**src/rtl/err_stat_pkg.sv**
```systemverilog
package err_stat_pkg;

  // Outcome of one write attempt to the status register
  typedef struct packed {
    logic clear;   // write accepted, register cleared
    logic fault;   // write rejected
  } wr_verdict_t;

  // Legality of a write under the current mode
  function automatic wr_verdict_t judge_write(input logic wr, input logic ext,
                                              input logic nonzero);
    wr_verdict_t v;
    v.clear = wr & (~ext | ~nonzero);
    v.fault = wr & ext & nonzero;
    return v;
  endfunction

endpackage

```
**src/rtl/err_write_guard.sv**
```systemverilog
module err_write_guard
  import err_stat_pkg::*;
#(
  parameter int DATA_W = 32
) (
  input  logic              clk,
  input  logic              rst,
  input  logic              wr_en_i,
  input  logic [DATA_W-1:0] wr_data_i,
  input  logic              ext_mode_i,
  output logic              clear_o,
  output logic              fault_o
);

  wr_verdict_t verdict;
  logic        fault_q;

  always_comb begin
    verdict = judge_write(wr_en_i, ext_mode_i, |wr_data_i);
  end

  assign clear_o = verdict.clear;

  always_ff @(posedge clk) begin
    if (rst) fault_q <= 1'b0;
    else     fault_q <= verdict.fault;
  end

  assign fault_o = fault_q;


  legacy_no_fault_chk: assert property (@(posedge clk) disable iff (rst)
    (wr_en_i && !ext_mode_i) |=> !fault_o);


  fault_needs_write_chk: assert property (@(posedge clk) disable iff (rst)
    (!wr_en_i) |=> !fault_o);

endmodule

```
**src/rtl/err_event_capture.sv**
```systemverilog
module err_event_capture #(
  parameter int NUM_ERR = 8,
  parameter int ILL_IDX = 7
) (
  input  logic               clk,
  input  logic               rst,
  input  logic [NUM_ERR-1:0] evt_i,
  input  logic               ill_i,
  input  logic               ext_mode_i,
  input  logic               clr_i,
  output logic [NUM_ERR-1:0] status_o,
  output logic [NUM_ERR-1:0] new_o
);

  logic [NUM_ERR-1:0] set_vec;
  logic [NUM_ERR-1:0] status_q;

  for (genvar b = 0; b < NUM_ERR; b++) begin : g_bit
    logic hit;
    if (b == ILL_IDX) begin : g_ill
      assign hit = evt_i[b] | (ill_i & ~ext_mode_i);
    end else begin : g_plain
      assign hit = evt_i[b];
    end
    assign set_vec[b] = hit;
    // a bit is new when hit and not already held past this edge
    assign new_o[b]   = hit & (clr_i | ~status_q[b]);

    always_ff @(posedge clk) begin
      if (rst)        status_q[b] <= 1'b0;
      else if (clr_i) status_q[b] <= hit;
      else if (hit)   status_q[b] <= 1'b1;
    end
  end

  assign status_o = status_q;


  sticky_bits_chk: assert property (@(posedge clk) disable iff (rst)
    (!clr_i) |=> ((status_q & $past(status_q)) == $past(status_q)));


  clear_keeps_evt_chk: assert property (@(posedge clk) disable iff (rst)
    (clr_i && (evt_i != '0)) |=> ((status_q & $past(evt_i)) == $past(evt_i)));


  ext_ill_ignored_chk: assert property (@(posedge clk) disable iff (rst)
    (ext_mode_i && ill_i && !evt_i[ILL_IDX] && !status_q[ILL_IDX]) |=> !status_q[ILL_IDX]);

endmodule

```
**src/rtl/err_irq_gen.sv**
```systemverilog
module err_irq_gen #(
  parameter int NUM_ERR = 8
) (
  input  logic               clk,
  input  logic               rst,
  input  logic [NUM_ERR-1:0] new_i,
  input  logic               mask_i,
  output logic               irq_o
);

  logic irq_q;

  always_ff @(posedge clk) begin
    if (rst) irq_q <= 1'b0;
    else     irq_q <= (|new_i) & ~mask_i;
  end

  assign irq_o = irq_q;


  masked_quiet_chk: assert property (@(posedge clk) disable iff (rst)
    mask_i |=> !irq_o);


  no_new_quiet_chk: assert property (@(posedge clk) disable iff (rst)
    (new_i == '0) |=> !irq_o);

endmodule

```
**src/rtl/err_status_unit.sv**
```systemverilog
module err_status_unit #(
  parameter int DATA_W  = 32,
  parameter int NUM_ERR = 8,
  parameter int ILL_IDX = 7
) (
  input  logic               clk,
  input  logic               rst,
  input  logic [NUM_ERR-1:0] err_evt,
  input  logic               illegal_acc,
  input  logic               ext_mode,
  input  logic               err_mask,
  input  logic               wr_en,
  input  logic [DATA_W-1:0]  wr_data,
  input  logic               rd_en,
  output logic [DATA_W-1:0]  rd_data,
  output logic               err_irq,
  output logic               wr_fault
);

  localparam int PAD_W = DATA_W - NUM_ERR;

  logic               clr;
  logic [NUM_ERR-1:0] status;
  logic [NUM_ERR-1:0] new_bits;
  logic [DATA_W-1:0]  rd_q;

  err_write_guard #(.DATA_W(DATA_W)) u_guard (
    .clk        (clk),
    .rst        (rst),
    .wr_en_i    (wr_en),
    .wr_data_i  (wr_data),
    .ext_mode_i (ext_mode),
    .clear_o    (clr),
    .fault_o    (wr_fault)
  );

  err_event_capture #(.NUM_ERR(NUM_ERR), .ILL_IDX(ILL_IDX)) u_cap (
    .clk        (clk),
    .rst        (rst),
    .evt_i      (err_evt),
    .ill_i      (illegal_acc),
    .ext_mode_i (ext_mode),
    .clr_i      (clr),
    .status_o   (status),
    .new_o      (new_bits)
  );

  err_irq_gen #(.NUM_ERR(NUM_ERR)) u_irq (
    .clk    (clk),
    .rst    (rst),
    .new_i  (new_bits),
    .mask_i (err_mask),
    .irq_o  (err_irq)
  );

  always_ff @(posedge clk) begin
    if (rst)        rd_q <= '0;
    else if (rd_en) rd_q <= {{PAD_W{1'b0}}, status};
  end

  assign rd_data = rd_q;


  rd_hold_chk: assert property (@(posedge clk) disable iff (rst)
    (!rd_en) |=> $stable(rd_data));


  rd_pad_zero_chk: assert property (@(posedge clk) disable iff (rst)
    rd_data[DATA_W-1:NUM_ERR] == '0);


  fault_ext_only_chk: assert property (@(posedge clk) disable iff (rst)
    (!ext_mode) |=> !wr_fault);

endmodule

```
**config.mk**
```make
export PLATFORM = sky130hd
export DESIGN_NAME = err_status_unit
export DESIGN_NICKNAME = d
export VERILOG_FILES = /design/src/rtl/err_stat_pkg.sv /design/src/rtl/err_write_guard.sv /design/src/rtl/err_event_capture.sv /design/src/rtl/err_irq_gen.sv /design/src/rtl/err_status_unit.sv
export SDC_FILE = /design/constraint.sdc
export NUM_CORES = 1
export LEC_CHECK = 0
export CAP_MARGIN = 10
export CORE_UTILIZATION = 50
export DETAILED_ROUTE_END_ITERATION = 12
export DONT_BUFFER_PORTS = 1
export GPL_TIMING_DRIVEN = 0
export PLACE_DENSITY = 0.7
export SYNTH_ARGS = -nofsm -noshare
export SYNTH_HDL_FRONTEND = slang
export SYNTH_SLANG_ARGS = --single-unit
```
**constraint.sdc**
```tcl
create_clock -name clk -period 3.2 [get_ports clk]
set_input_delay 0.96 -clock clk [delete_from_list [all_inputs] [get_ports clk]]
set_output_delay 0.96 -clock clk [all_outputs]
set_load 0.01 [all_outputs]
```
Word level (Yosys, flattened, before mapping)
Index checks and enable logic that the tools add are counted.
{"block": "word_totals", "reg_bits": 18, "in_bits": 47, "output_inout_bits": 34, "word_cells": 71}
{"block": "classes", "n_mux": 16, "bitwise": 34, "reduce_logical": 10}
{"op": "32-bit OR reduction", "count": 1}
{"op": "1-bit two-way mux", "count": 16}
{"op": "2-bit nonzero test", "count": 8}
{"op": "1-bit AND", "count": 13}
{"op": "1-bit inverter", "count": 11}
{"op": "1-bit OR", "count": 10}
{"op": "8-bit OR reduction", "count": 1}

Longest topological paths before layout
{"block": "depth", "word_depth": 8, "ltp_mapped": 4, "ltp_nobuf": 4}

Hierarchy
A second synthesis with hierarchy kept.
{"block": "hier_totals", "hier_cells": 111, "area_unflattened_um2": 963.4}
{"module": "err_status_unit", "instances": 1, "cells_each": 51, "area_per_inst_um2": 469.2}
{"module": "err_event_capture", "instances": 1, "cells_each": 42, "area_per_inst_um2": 346.6}
{"module": "err_write_guard", "instances": 1, "cells_each": 14, "area_per_inst_um2": 107.6}
{"module": "err_irq_gen", "instances": 1, "cells_each": 4, "area_per_inst_um2": 40.0}

Least setup slack after synthesis
Ideal clock, no wire load.
{"block": "synth_timing", "path_kind": "input -> register", "from": "input port wr_data[22]", "to": "register u_cap.status_q[0], in the netlist u_cap.status_o[0]", "arrival_time_ns": 1.748, "required_ns": 3.059, "setup_slack_ns": 1.311, "stages": 4, "n_path_buf": 0, "path_cell_list": "nor4_1 > nand4_1 > o21ai_4 > a311oi_1"}
{"block": "synth_between", "elab_chain_cells": 5}
{"item": "start, declared", "line_no": "err_status_unit.sv:13", "rtl": "input logic [DATA_W-1:0] wr_data,"}
{"item": "32-bit OR reduction (*)", "line_no": "err_write_guard.sv:19", "rtl": "verdict = judge_write(wr_en_i, ext_mode_i, |wr_data_i);"}
{"item": "1-bit inverter (*)", "line_no": "err_stat_pkg.sv:13", "rtl": "v.clear = wr & (~ext | ~nonzero);"}
{"item": "1-bit OR (*)", "line_no": "err_stat_pkg.sv:13"}
{"item": "1-bit AND (*)", "line_no": "err_stat_pkg.sv:13"}
{"item": "1-bit two-way mux or 2-bit nonzero test (tied branches)"}
{"item": "end signal, assigned by index", "line_no": "err_event_capture.sv:31", "rtl": "else if (clr_i) status_q[b] <= hit;"}
{"item": "end, declared", "line_no": "err_event_capture.sv:16", "rtl": "logic [NUM_ERR-1:0] status_q;"}
Every way passes the cells marked *; elsewhere a longest branch is shown, timed or not.
A chain may end at the register's enable or synchronous reset.

Final worst setup path
{"block": "layout_timing", "from": "input port wr_data[22]", "to": "register u_cap.status_q[2], in the netlist u_cap.status_o[2]"}
Same word-level chain as after synthesis.

==> impl_results.md <==
* Clock Tree Buf Depth at 2
* CP max-delay cell: o21ai_4
* RePlAce Congestion at between 0.7 and 0.8
* CTS clk-pin slew, worst paths at about 0.11 ns
* Post-synth cell types at 25
* DR vias at slightly above 800
* GRT Util Overall at about a fifth
* Maxcap violations at 0
* Area Growth Syn to Fin at 15.6%
* Clock Tree Root: clkbuf_4
* Final Hold Viols at 0
* Critical Path Source Type: primary input
* Setup bufs post-CTS at 0
* Gr ovfl total at 0
* Seq/Total Area, Yosys at a little over a third
* M1 WL at ~750 um
* First-pass GRT wire length at 3090 um
* Register Area at approximately 360 sq um
* Iter 0 DRT Violations at 24
* Fill cells at about 170
* Multi-input gate area in the final layout at between 400 and 500 sq um
* Core Area at roughly 1800 sq um
* Crit path cell chain: nor4_1 -> nand4_1 -> o21ai_4 -> a311oi_1
* Final-stage net count at approximately 190
* Finished layout cell area at between 1000 and 1500 sq um
* Post-place instance area at about 1100 sq um
* CTS tree: yes
* Worst Hold Class: reg -> reg
* Average wire per standard cell at about 13 um
* CTS buffer count at 3
* Fmax achieved at 586 MHz
* CP Capture Type: register
* Period utilisation layout at approximately 53%
* Clk_skew at just under 0.007 ns
* Final Max Slew Viols at 0
* Post-Synth XOR/XNOR Area at 0%
* Critical path fanouts, max at 10
* Data arrival time of the critical path at 1.87 ns
* Die X at roughly 46 um
* Reg2Reg Depth at 4
* Post-cts sizing count at 0
* Post-DRT Antenna Nets at 0
* Crit path capture: u_cap.status_o[2]
* # port buffers at 0
* Final setup vio count at 0
* Crit path from: wr_data[22]
* Largest family of logic cells by synthesized area: buffers and inverters
* TNS Setup at 0 ns
* Share of post-route cells with drive strength above 1 at 22.1%
* Required time of the critical path at 3.36 ns
* Clock period minus worst slack at ~1.7 ns
* Pwr dens at a little over 400 nW/um^2
* Reg2Reg Setup Slack at between 1.5 and 2 ns
* Largest net degree at the start of global routing at 11
* Post-Syn Area at around 1000 sq um
* WL met2 at approximately 1100 um
* Post-DP HPWL at between 1500 and 2000 um
* Yosys warns at 0
* H-tree level count at 1
* Crit Reg-Reg Startpoint: u_cap.status_o[3]
* P_leak at ~0.55 nW
* Ports at 81
* Wirelength, routed at just over 2000 um
* Hold_buf cts at 0
* Post-Synth Adder-Cell Area at 0%
* Antenna violations before repair at 0
* Via density at 5.04
* Simple-gate area share of the yosys netlist at 15.6%
* Met3 WL at 189 um
* DRC at 0
* Maximum VDD drop at about 0.21 mV
* Vias in the first global route at about 800
* Most frequent cells in the layout: buf_4 (24), conb_1 (24), dfxtp_1 (18)
* Highest layer used for signal routing: met4
* Mux share of post-synthesis cell area at under 10%
* Syn_area_per_cell at approximately 8.7 sq um
* Total power at approximately 470 uW
* CP Class: in -> reg
* Sink Count at 18
* Post-synthesis register bit count at 18
* Antenna cell count at 0
* Synth Area in Compound Gates at 15.7%
* Die area at 2160 sq um
* Reg-to-reg endpoint: u_irq.irq_o
* RSZ-0062 raised after global routing: no
* Cell count after synthesis at 113
* Initial cell density of the core at 55.4%
* Router iterations before antenna repair at 4
* Die Y at approximately 46 um
* Run status: complete, no violations
* Delay of the slowest critical-path stage at about 0.32 ns
* Clock Latency Late Sink at 0.30 ns
* FP Rows at 15
-- critical path: cells and delay by family --
family           cells  cell delay (ns)
AO/OA/AOI/OAI        2             0.46
AND/OR/NAND/NOR      2             0.44
-- layer usage --
layer	GRT usage (%)	vias up
met5	0	-
li1	-	405
met2	38.6	59
met4	8.82	0
met3	4.31	5
met1	20.4	362
-- cells in the mapped netlist (all sizes together) --
cell     n  area, sq um
o21ai    2         21.3
nor3b    1         7.51
clkbuf   2         7.51
a2111o   1         11.3
nor2    16         60.1
a32o     1         10.0
buf     26          189
nor3     1         5.00
conb     1         3.75
o22ai    2         12.5
nand2b   1         6.26
a21o     1         7.51
a311oi   8         70.1
inv     10         37.5
dfxtp   18          360
nor4     9         62.6
mux2i    8         80.1
o21a     1         7.51
nand4    2         12.5
a31oi    1         6.26
o221ai   1         8.76
-- worst min-delay path by stage --
| stage | from | to | slack [ns] | depth (start not counted) |
|---|---|---|---|---|
| floorplan | u_cap.status_o[7] | rd_data[7] | 0.46 | 2 |
| global placement | u_cap.status_o[7] | rd_data[7] | 0.48 | 2 |
| detailed placement | u_cap.status_o[7] | rd_data[7] | 0.50 | 2 |
| CTS | u_cap.status_o[7] | rd_data[7] | 0.52 | 2 |
| global route | u_cap.status_o[7] | rd_data[7] | 0.55 | 2 |
| finish | u_cap.status_o[7] | rd_data[7] | 0.53 | 2 |
-- layout make-up --
class                      count  area share [%]
clock buffer                   4            3.18
multi-input combinational     80            42.0
inverter                      10            3.29
sequential                    18            31.6
buffer                        28            17.2
tap                           25            2.74
-- flip-flops by register name, summed over array words and instances (netlist names) --
name	cells
u_irq.irq_o	1
rd_data	8
u_guard.fault_o	1
u_cap.status_o	8
-- metrics by stage --
| stage | std cells | hold WS (ns) | setup slack, ns | utilization (%) |
|---|---|---|---|---|
| after floorplan | 136 | 0.464 | 1.31 | - |
| after global placement | 161 | 0.484 | 1.21 | 62.0 |
| after detailed placement | 161 | 0.500 | 1.18 | 62.0 |
| after CTS | 165 | 0.525 | 1.48 | 64.0 |
| after global routing | 165 | 0.546 | 1.40 | 64.0 |
| final | 165 | 0.528 | 1.49 | 64.0 |
-- cells by family after synthesis --
family	Yosys count
AOI/OAI and AO/OA	18
buffers and inverters	38
DFF	18
muxes	8
other	1
and+or+nand+nor	30
-- power by group --
group	switching (mW)	leakage (nW)	internal, mW
logic	0.0400	0.385	0.0391
registers	0.0128	0.149	0.238
clock network	0.0714	0.0210	0.0694
total	0.124	0.555	0.347
Note: power is estimated with default switching activity, not from simulation.
